**src/rtl/swsync_pkg.sv**
```systemverilog
package swsync_pkg;

  typedef enum logic [1:0] {
    LK_FREE = 2'd0,
    LK_ONE  = 2'd1,
    LK_HELD = 2'd2
  } lock_e;

  function automatic int effective_period(input int req, input int dflt, input int fastest);
    if (req == 0)            return dflt;
    else if (req < fastest)  return fastest;
    else                     return req;
  endfunction

endpackage

```
**src/rtl/swsync_qualifier.sv**
```systemverilog
module swsync_qualifier #(
  parameter int IN_CYC = 18
) (
  input  logic clk,
  input  logic rst_n,
  input  logic sync_in,
  input  logic mask,
  output logic accept
);
  localparam int HW = $clog2(IN_CYC + 1);
  localparam logic [HW-1:0] HI_LAST = HW'(IN_CYC - 1);
  localparam logic [HW-1:0] HI_SAT  = HW'(IN_CYC);

  logic [HW-1:0] hi_q, hi_n;
  logic          live;

  always_comb begin
    live   = sync_in & ~mask;
    accept = live && (hi_q == HI_LAST);
    if (!live)                hi_n = '0;
    else if (hi_q == HI_SAT)  hi_n = hi_q;
    else                      hi_n = hi_q + 1'b1;
  end

  always_ff @(posedge clk or negedge rst_n) begin
    if (!rst_n) hi_q <= '0;
    else        hi_q <= hi_n;
  end
endmodule

```
**src/rtl/swsync_period_ctr.sv**
```systemverilog
module swsync_period_ctr #(
  parameter int PW = 12
) (
  input  logic          clk,
  input  logic          rst_n,
  input  logic [PW-1:0] per_eff,
  input  logic          accept,
  output logic          ramp_rst,
  output logic          sw_clk,
  output logic          expire,
  output logic          half_load,
  output logic [PW-1:0] trunc_count
);
  logic [PW-1:0] cnt_q, cnt_n, trunc_q, trunc_n, half;
  logic          start_q, start_n, ext_q, ext_n, wrap;

  always_comb begin
    half   = per_eff >> 1;
    wrap   = (cnt_q >= per_eff - 1'b1);
    expire = wrap && !accept;
    if (accept) begin
      cnt_n = '0; start_n = 1'b1; ext_n = 1'b1;
    end else if (wrap) begin
      cnt_n = '0; start_n = 1'b1; ext_n = 1'b0;
    end else begin
      cnt_n = cnt_q + 1'b1; start_n = 1'b0; ext_n = ext_q;
    end
    trunc_n   = accept ? cnt_q : trunc_q;
    half_load = (cnt_n == half) && !ext_n;
  end

  always_ff @(posedge clk or negedge rst_n) begin
    if (!rst_n) begin
      cnt_q   <= '0;
      start_q <= 1'b1;
      ext_q   <= 1'b0;
      trunc_q <= '0;
    end else begin
      cnt_q   <= cnt_n;
      start_q <= start_n;
      ext_q   <= ext_n;
      trunc_q <= trunc_n;
    end
  end

  assign ramp_rst    = start_q;
  assign sw_clk      = (cnt_q < half);
  assign trunc_count = trunc_q;
endmodule

```
**src/rtl/swsync_pulse_gen.sv**
```systemverilog
module swsync_pulse_gen #(
  parameter int OUT_CYC = 28
) (
  input  logic clk,
  input  logic rst_n,
  input  logic load,
  output logic sync_oe
);
  localparam int CW = $clog2(OUT_CYC + 1);
  localparam logic [CW-1:0] LEN = CW'(OUT_CYC);

  logic [CW-1:0] left_q, left_n;

  always_comb begin
    if (load)              left_n = LEN;
    else if (left_q != '0) left_n = left_q - 1'b1;
    else                   left_n = left_q;
  end

  always_ff @(posedge clk or negedge rst_n) begin
    if (!rst_n) left_q <= '0;
    else        left_q <= left_n;
  end

  assign sync_oe = (left_q != '0);
endmodule

```
**src/rtl/swsync_lock_fsm.sv**
```systemverilog
module swsync_lock_fsm
  import swsync_pkg::*;
(
  input  logic clk,
  input  logic rst_n,
  input  logic accept,
  input  logic expire,
  output logic synced
);
  lock_e st_q, st_n;

  always_comb begin
    st_n = st_q;
    if (expire) st_n = LK_FREE;
    else if (accept) begin
      unique case (st_q)
        LK_FREE: st_n = LK_ONE;
        LK_ONE:  st_n = LK_HELD;
        default: st_n = LK_HELD;
      endcase
    end
  end

  always_ff @(posedge clk or negedge rst_n) begin
    if (!rst_n) st_q <= LK_FREE;
    else        st_q <= st_n;
  end

  assign synced = (st_q == LK_HELD);
endmodule

```
**src/rtl/switch_clk_sync.sv**
```systemverilog
module switch_clk_sync
  import swsync_pkg::*;
#(
  parameter int PER_W          = 12,
  parameter int DEFAULT_PERIOD = 1000,
  parameter int FAST_PERIOD    = 250,
  parameter int OUT_CYC        = 28,
  parameter int IN_CYC         = 18
) (
  input  logic             clk,
  input  logic             rst_n,
  input  logic [PER_W-1:0] period_len,
  input  logic             sync_in,
  output logic             sync_oe,
  output logic             ramp_rst,
  output logic             sw_clk,
  output logic             synced,
  output logic [PER_W-1:0] trunc_count
);
  logic             rst_m_q, rst_int_n;
  logic [PER_W-1:0] per_eff;
  logic             accept, expire, half_load;

  always_ff @(posedge clk or negedge rst_n) begin
    if (!rst_n) begin
      rst_m_q   <= 1'b0;
      rst_int_n <= 1'b0;
    end else begin
      rst_m_q   <= 1'b1;
      rst_int_n <= rst_m_q;
    end
  end

  always_comb begin
    per_eff = PER_W'(effective_period(int'(period_len), DEFAULT_PERIOD, FAST_PERIOD));
  end

  swsync_qualifier #(.IN_CYC(IN_CYC)) u_qual (
    .clk(clk), .rst_n(rst_int_n), .sync_in(sync_in), .mask(sync_oe), .accept(accept)
  );

  swsync_period_ctr #(.PW(PER_W)) u_ctr (
    .clk(clk), .rst_n(rst_int_n), .per_eff(per_eff), .accept(accept),
    .ramp_rst(ramp_rst), .sw_clk(sw_clk), .expire(expire),
    .half_load(half_load), .trunc_count(trunc_count)
  );

  swsync_pulse_gen #(.OUT_CYC(OUT_CYC)) u_pulse (
    .clk(clk), .rst_n(rst_int_n), .load(half_load), .sync_oe(sync_oe)
  );

  swsync_lock_fsm u_lock (
    .clk(clk), .rst_n(rst_int_n), .accept(accept), .expire(expire), .synced(synced)
  );
endmodule

```
**config.mk**
```make
export PLATFORM = sky130hd
export DESIGN_NAME = switch_clk_sync
export DESIGN_NICKNAME = d
export VERILOG_FILES = /design/src/rtl/swsync_pkg.sv /design/src/rtl/swsync_qualifier.sv /design/src/rtl/swsync_period_ctr.sv /design/src/rtl/swsync_pulse_gen.sv /design/src/rtl/swsync_lock_fsm.sv /design/src/rtl/switch_clk_sync.sv
export SDC_FILE = /design/constraint.sdc
export NUM_CORES = 1
export LEC_CHECK = 0
export CAP_MARGIN = 15
export CORE_MARGIN = 2
export CORE_UTILIZATION = 45
export CTS_CLUSTER_DIAMETER = 120
export DETAILED_ROUTE_END_ITERATION = 10
export DONT_BUFFER_PORTS = 1
export PLACE_DENSITY_LB_ADDON = 0.12
export SLEW_MARGIN = 20
export SYNTH_ARGS = -nofsm -noshare
export SYNTH_HDL_FRONTEND = slang
export SYNTH_SLANG_ARGS = --single-unit
```
**constraint.sdc**
```tcl
create_clock -name clk -period 9.3 [get_ports clk]
set_input_delay 2.325 -clock clk [delete_from_list [all_inputs] [get_ports clk]]
set_output_delay 2.325 -clock clk [all_outputs]
set_load 0.01 [all_outputs]
```
* Word-level counts from Yosys, hierarchy flattened
Index checks and enable logic that the tools add are counted.
Storage, ports and cells: register bits 40, output and inout port bits 16, word-level logic and storage cells 48
Cells by class: add/subtract/negate cells 4, magnitude comparators 3, equality and inequality tests 5, muxes and demuxes 15, bitwise gates (word level) 2, reduce and logical (&&, ||, !) cells 10
Operators by type and width (count):
- $mux W12 | 4
- $mux W5 | 4
- $add A12 B1 Y12 const B | 1
- $eq A12 B11 Y1 | 1
- $ge A12 B12 Y1 | 1
- $logic_not A12 Y1 | 1
- $lt A12 B11 Y1 | 1
- $lt A12 B8 Y1 const B | 1
- $sub A12 B1 Y12 const B | 1
- $eq A5 B5 Y1 const B | 2
- $mux W2 | 3
- $add A5 B1 Y5 const B | 1
- $reduce_bool A5 Y1 | 1
- $sub A5 B1 Y5 const B | 1
- $mux W1 | 4
- $reduce_bool A2 Y1 | 2
- $logic_and A1 B1 Y1 | 3
- $eq A2 B2 Y1 const B | 1
- $logic_not A1 Y1 | 2
- $logic_not A2 Y1 | 1
- $ne A2 B2 Y1 const B | 1
- $and A1 B1 Y1 | 1
- $not A1 Y1 | 1

* Depth between registers and ports, before layout
depth in word-level cells 10, gate-level depth with buffers 21, mapped depth without buffers 18

* Hierarchy
A second synthesis with hierarchy kept.
Second synthesis, totals: cell total of the unflattened synthesis 300, area total of the unflattened synthesis 2915.3 sq um
Modules (own cells, without submodules):
- swsync_period_ctr | times used 1, cells an instance 215, area each 2035.7 sq um
- swsync_qualifier | times used 1, cells an instance 30, area each 349.1 sq um
- swsync_pulse_gen | times used 1, cells an instance 24, area each 246.5 sq um
- switch_clk_sync | times used 1, cells an instance 23, area each 195.2 sq um
- swsync_lock_fsm | times used 1, cells an instance 8, area each 88.8 sq um

* Least setup slack after synthesis
No wires, ideal clock.
path type input-to-output, start input port period_len[10], end output port sw_clk, arrival time 4.524 ns, required time 6.975 ns, setup slack 2.451 ns, stages 12, path buffers 2, cells stage by stage buf_6 nor4_4 buf_4 nor2_1 ha_1 a21o_1 a21o_1 a21oi_1 nor2b_1 o21ai_0 nand2b_1 a2111oi_1
Between the ends: word-level cells in the longest chain between the ends 4, elaborated cells on any way between the ends 5, classes of those cells order compare: 2; mux: 2; reduce/logical: 1
RTL lines:
- start, declared | RTL line switch_clk_sync.sv:12 | input logic [PER_W-1:0] period_len,
- $lt A12 B8 Y1 | RTL line swsync_pkg.sv:11 | else if (req < fastest) return fastest;
- $mux W12 | RTL line swsync_pkg.sv:11
- $mux W12 (*) | RTL line swsync_pkg.sv:10 | if (req == 0) return dflt;
- $lt A12 B11 Y1 (*) | RTL line swsync_period_ctr.sv:47 | assign sw_clk = (cnt_q < half);
- end, declared | RTL line switch_clk_sync.sv:16 | output logic sw_clk,
Mark *: on every way between the ends. The rest lies on a longest branch, timed or not.

* Worst setup path after layout
start input port period_len[11], end output port sw_clk
The elaborated chain is that of the path after synthesis.

==> results.md <==
Power and ir drop:
- The total power is 0.6864 mW.
- For this design the ratio of total power to cell area is 222.9 nW/um^2.
- Across the VDD grid, the largest voltage drop is 0.1123 mV.
- The total leakage power is 1.444 nW.

Place:
- In this run the tool buffered the top-level ports with 0 buffer cells.
- Summed over all nets, the half-perimeter wirelength after detailed placement is 5263 um.
- The weighted congestion reported at the end of routability-driven placement is 0.8738.

Clock network:
- The number of sinks driven by the clock tree is 40.
- For the worst-skew pair, the clock arrives at the later sink with an insertion delay of 300 ps.
- TritonCTS built the clock tree.
- The clock buffer count from CTS is 5.
- The clock root buffer is sky130_fd_sc_hd__clkbuf_8.
- The post-CTS repair timing setup buffer count is 0.
- Buffers inserted to repair hold after CTS numbered 0.
- The deepest clock path buffer count is 2.
- The post-cts repair resize count is 0.
- The clock tree synthesis step divided the H-tree into 2 levels.
- Clock-pin slew was measured on the worst setup and hold paths at 70 ps.

Timing:
- The number of hold violations in the final report is 0.
- The maximum clock frequency is 0.1404 GHz.
- For the pin with the worst max-slew slack, the measured transition is 892.9 ps.
- The max-slew violation total from the final report is 0.
- The total negative setup slack is 0 ps.
- Setup repair after global routing left no endpoint under its margin.
- The worst clock skew is 10.89 ps.
- The relative slew slack is 0.4032.
- For the finished layout, the period the worst path requires is 7122 ps.
- In the finished design, the share of the clock period the worst path needs comes to 0.7658.
- The final hold slack is 196.8 ps.
- Setup violations remaining at the end of the flow were counted as 0.

Global route:
- The global-route wire length before repair is 11740 um.
- The aggregate global-route resource usage is 0.2071.
- Entering global routing, the biggest net connects 28 pins.
- The initial antenna violation count is 0.
- The total global routing overflow is 0.
- The via count of the first global-routing pass is 2304.

Yosys:
- Each instance of the synthesized netlist takes up on average 8.963 sq um.
- The synthesized design contains 0 enable-type register cells.
- The cell area that synthesis handed to floorplanning was 2904 sq um.
- For this run, the register share of the synthesized area comes to 0.3451.
- The adder and majority cell fraction of the synthesized area is 0.1206.
- The compound-gate portion of the synthesized area is 0.1547.
- The share of synthesized area in the top cell type comes to 0.3361.
- The mux share of post-synthesis cell area is 0.003447.
- In the synthesized netlist, the cells that appear most often are sky130_fd_sc_hd__nand2_1, sky130_fd_sc_hd__dfrtp_1, sky130_fd_sc_hd__ha_1, sky130_fd_sc_hd__nor2_1.
- The cell type with the highest aggregate area in the netlist is sky130_fd_sc_hd__dfrtp_1.
- The number of nets in the synthesized netlist is 367.
- The Yosys step of the flow raised 0 warnings.
- The unique cell type count in the Yosys netlist is 65.
- Of the total synthesized cell area, the portion taken by AND, OR, NAND and NOR gates is 0.2482.
- The post-synthesis cell count is 324.
- In this run, synthesis produced a sequential element count of 40.
- After synthesis, the cell types taking the most area are sky130_fd_sc_hd__dfrtp_1, sky130_fd_sc_hd__ha_1, sky130_fd_sc_hd__nand2_1, sky130_fd_sc_hd__xnor2_1, sky130_fd_sc_hd__xor2_1.
- In the synthesized netlist the async set-or-reset flop fraction comes to 1.000.
- The xor-xnor portion of the synthesized cell area is 0.08445.
- The largest family of logic cells by synthesized area is simple AND/OR/NAND/NOR gates.
- The most numerous cell in the Yosys netlist is sky130_fd_sc_hd__nand2_1.
- The top flip-flop cell by instance count after synthesis is sky130_fd_sc_hd__dfrtp_1.

Critical path:
- The start-to-end type of the worst setup path is input pin to output pin.
- The cell that appears most often on the critical path is sky130_fd_sc_hd__a21o_1.
- The critical path launch point is period_len[11].
- Counting both buffers and inverters, the worst setup path holds a total of 0.
- The required arrival time at the worst endpoint is 6980 ps.
- The critical path goes through nor4_4 -> nor2_1 -> ha_1 -> a21o_1 -> a21o_1 -> a21oi_1 -> nor2b_1 -> o21ai_0 -> nand2b_1 -> a2111oi_1.
- Of all nets on the critical path, the largest fanout is 11.
- The worst setup path is launched from an input pin.
- The slowest stage of the critical path belongs to the cell sky130_fd_sc_hd__a2111oi_1.
- Data arrives at the worst endpoint at 4800 ps.
- The kind of cell with the highest combined delay along the critical path is compound AO/OA/AOI/OAI gates.
- The largest stage delay on the critical path is 630 ps.
- The worst setup path is captured at an output pin.
- In this run the critical register-to-register path is launched from u_ctr.cnt_q[5].

Finish:
- The number of antenna cells inserted is 0.
- The post-synthesis to final-layout area growth is 6.032%.
- The final-layout fill cell count is 607.
- The number of nets in the final layout is 365.
- Of the cells placed in the final design, the portion with a size suffix greater than 1 is 0.07121.

Floorplanning:
- 31 I/O pins were placed.
- The floorplan step set the die width to 84.34 um.
- The floorplan row count is 29.
- The die is 84.34 um tall.
- The die covers 7112 sq um.
- After floorplanning, the core was sized to cover 6277 sq um.
- The effective utilization at floorplan is 0.4626.

Detailed routing:
- In the final routed layout, each cell accounts on average for 17.29 um.
- The total DRC errors in the routed layout is 0.
- Dividing the detail-routed via count by the number of cells gives 5.805.
- The pre-antenna-repair detailed-routing pass consisted of 4 iterations.
- Once detail routing completed, the nets flagged for antenna violations numbered 0.
- The routed wire length is 6915 um.
- Summing over every cut layer, the via total after detailed routing is 2322.
- The violation count after the first detailed-route iteration is 147.

Outcome:
- The run finished with clean final reports.

Run:
- Across the run, the number of max-cap violations was 0.

Hold path:
- The min-delay analysis places its worst path in the category flop to asynchronous set/reset pin.
-- report_power, final --
part           switching [mW]  internal (mW)
combinational           0.143          0.119
sequential             0.0652          0.204
clock                  0.0601         0.0947
total                   0.269          0.418
-- through the flow --
step | cell area (sq um) | utilization | setup slack (ps) | std cells
2_1_floorplan | 2904 | - | 2451 | 324
3_3_place_gp | 2953 | 0.4704 | 2229 | 392
3_5_place_dp | 2953 | 0.4704 | 2202 | 392
4_1_cts | 3079 | 0.4905 | 2177 | 400
5_1_grt | 3079 | 0.4905 | 2065 | 400
6_report | 3079 | 0.4905 | 2178 | 400
-- metal layers --
layer / track usage / routed length [um] / vias up
met1: 0.3125 / 3502 / 1079
met3: 0.04130 / 446 / 12
li1: - / - / 1154
met4: 0.07937 / 148 / 0
met2: 0.2922 / 2817 / 77
met5: 0 / 0 / -
-- path summary, 6_finish.rpt --
check | endpoint | slack [ps] | cells past startpoint
worst min-delay path | u_ctr.trunc_count[3] | 200 | 0
max in group asynchronous | rst_int_n | 7520 | 0
worst max register to register | u_pulse.left_q[1] | 6130 | 8
worst min register to register | u_ctr.trunc_count[3] | 200 | 0
min in group clk | rst_int_n | 350 | 0
worst max-delay path | sw_clk | 2180 | 10
-- layout by cell type, fill, tap and decap left out, drive strengths merged, types with 6 or more instances in the layout --
master and count:
ha 28, nor4 7, xor2 12, o21ai 15
nor2 26, inv 18, nor3 9, dfrtp 39
a21oi 6, nand4 10, clkbuf 7, nand3 10
xnor2 16, nand2 49
-- cells by family (layout without fill, tap and decap cells) --
logic type | after synthesis | in the layout
fa+ha+maj | 28 | 28
simple gates | 138 | 138
flops | 40 | 40
mux | 1 | 1
compound gates | 60 | 60
xor+xnor | 28 | 28
buf+inv | 28 | 27
other cells | 1 | 1
-- registers in the layout, indices dropped and copies added (netlist names) --
name and cells:
u_ctr.ramp_rst 1, u_lock.st_q 2, u_ctr.trunc_count 12, u_ctr.cnt_q 12, u_ctr.ext_q 1, rst_m_q 1, u_qual.hi_q 5, rst_int_n 1
u_pulse.left_q 5
-- cell type report --
| cell class | instances | area, sq um | share of cell area |
|---|---|---|---|
| multi-input cells | 256 | 1779 | 0.5778 |
| flip-flops and latches | 40 | 1002 | 0.3255 |
| clock buffers | 7 | 96.34 | 0.03129 |
| well taps | 77 | 96.34 | 0.03129 |
| inverters | 18 | 67.56 | 0.02194 |
| clock inverters | 1 | 30.03 | 0.009752 |
| repair buffers | 1 | 7.507 | 0.002438 |
(Power assumes the default switching activity.)
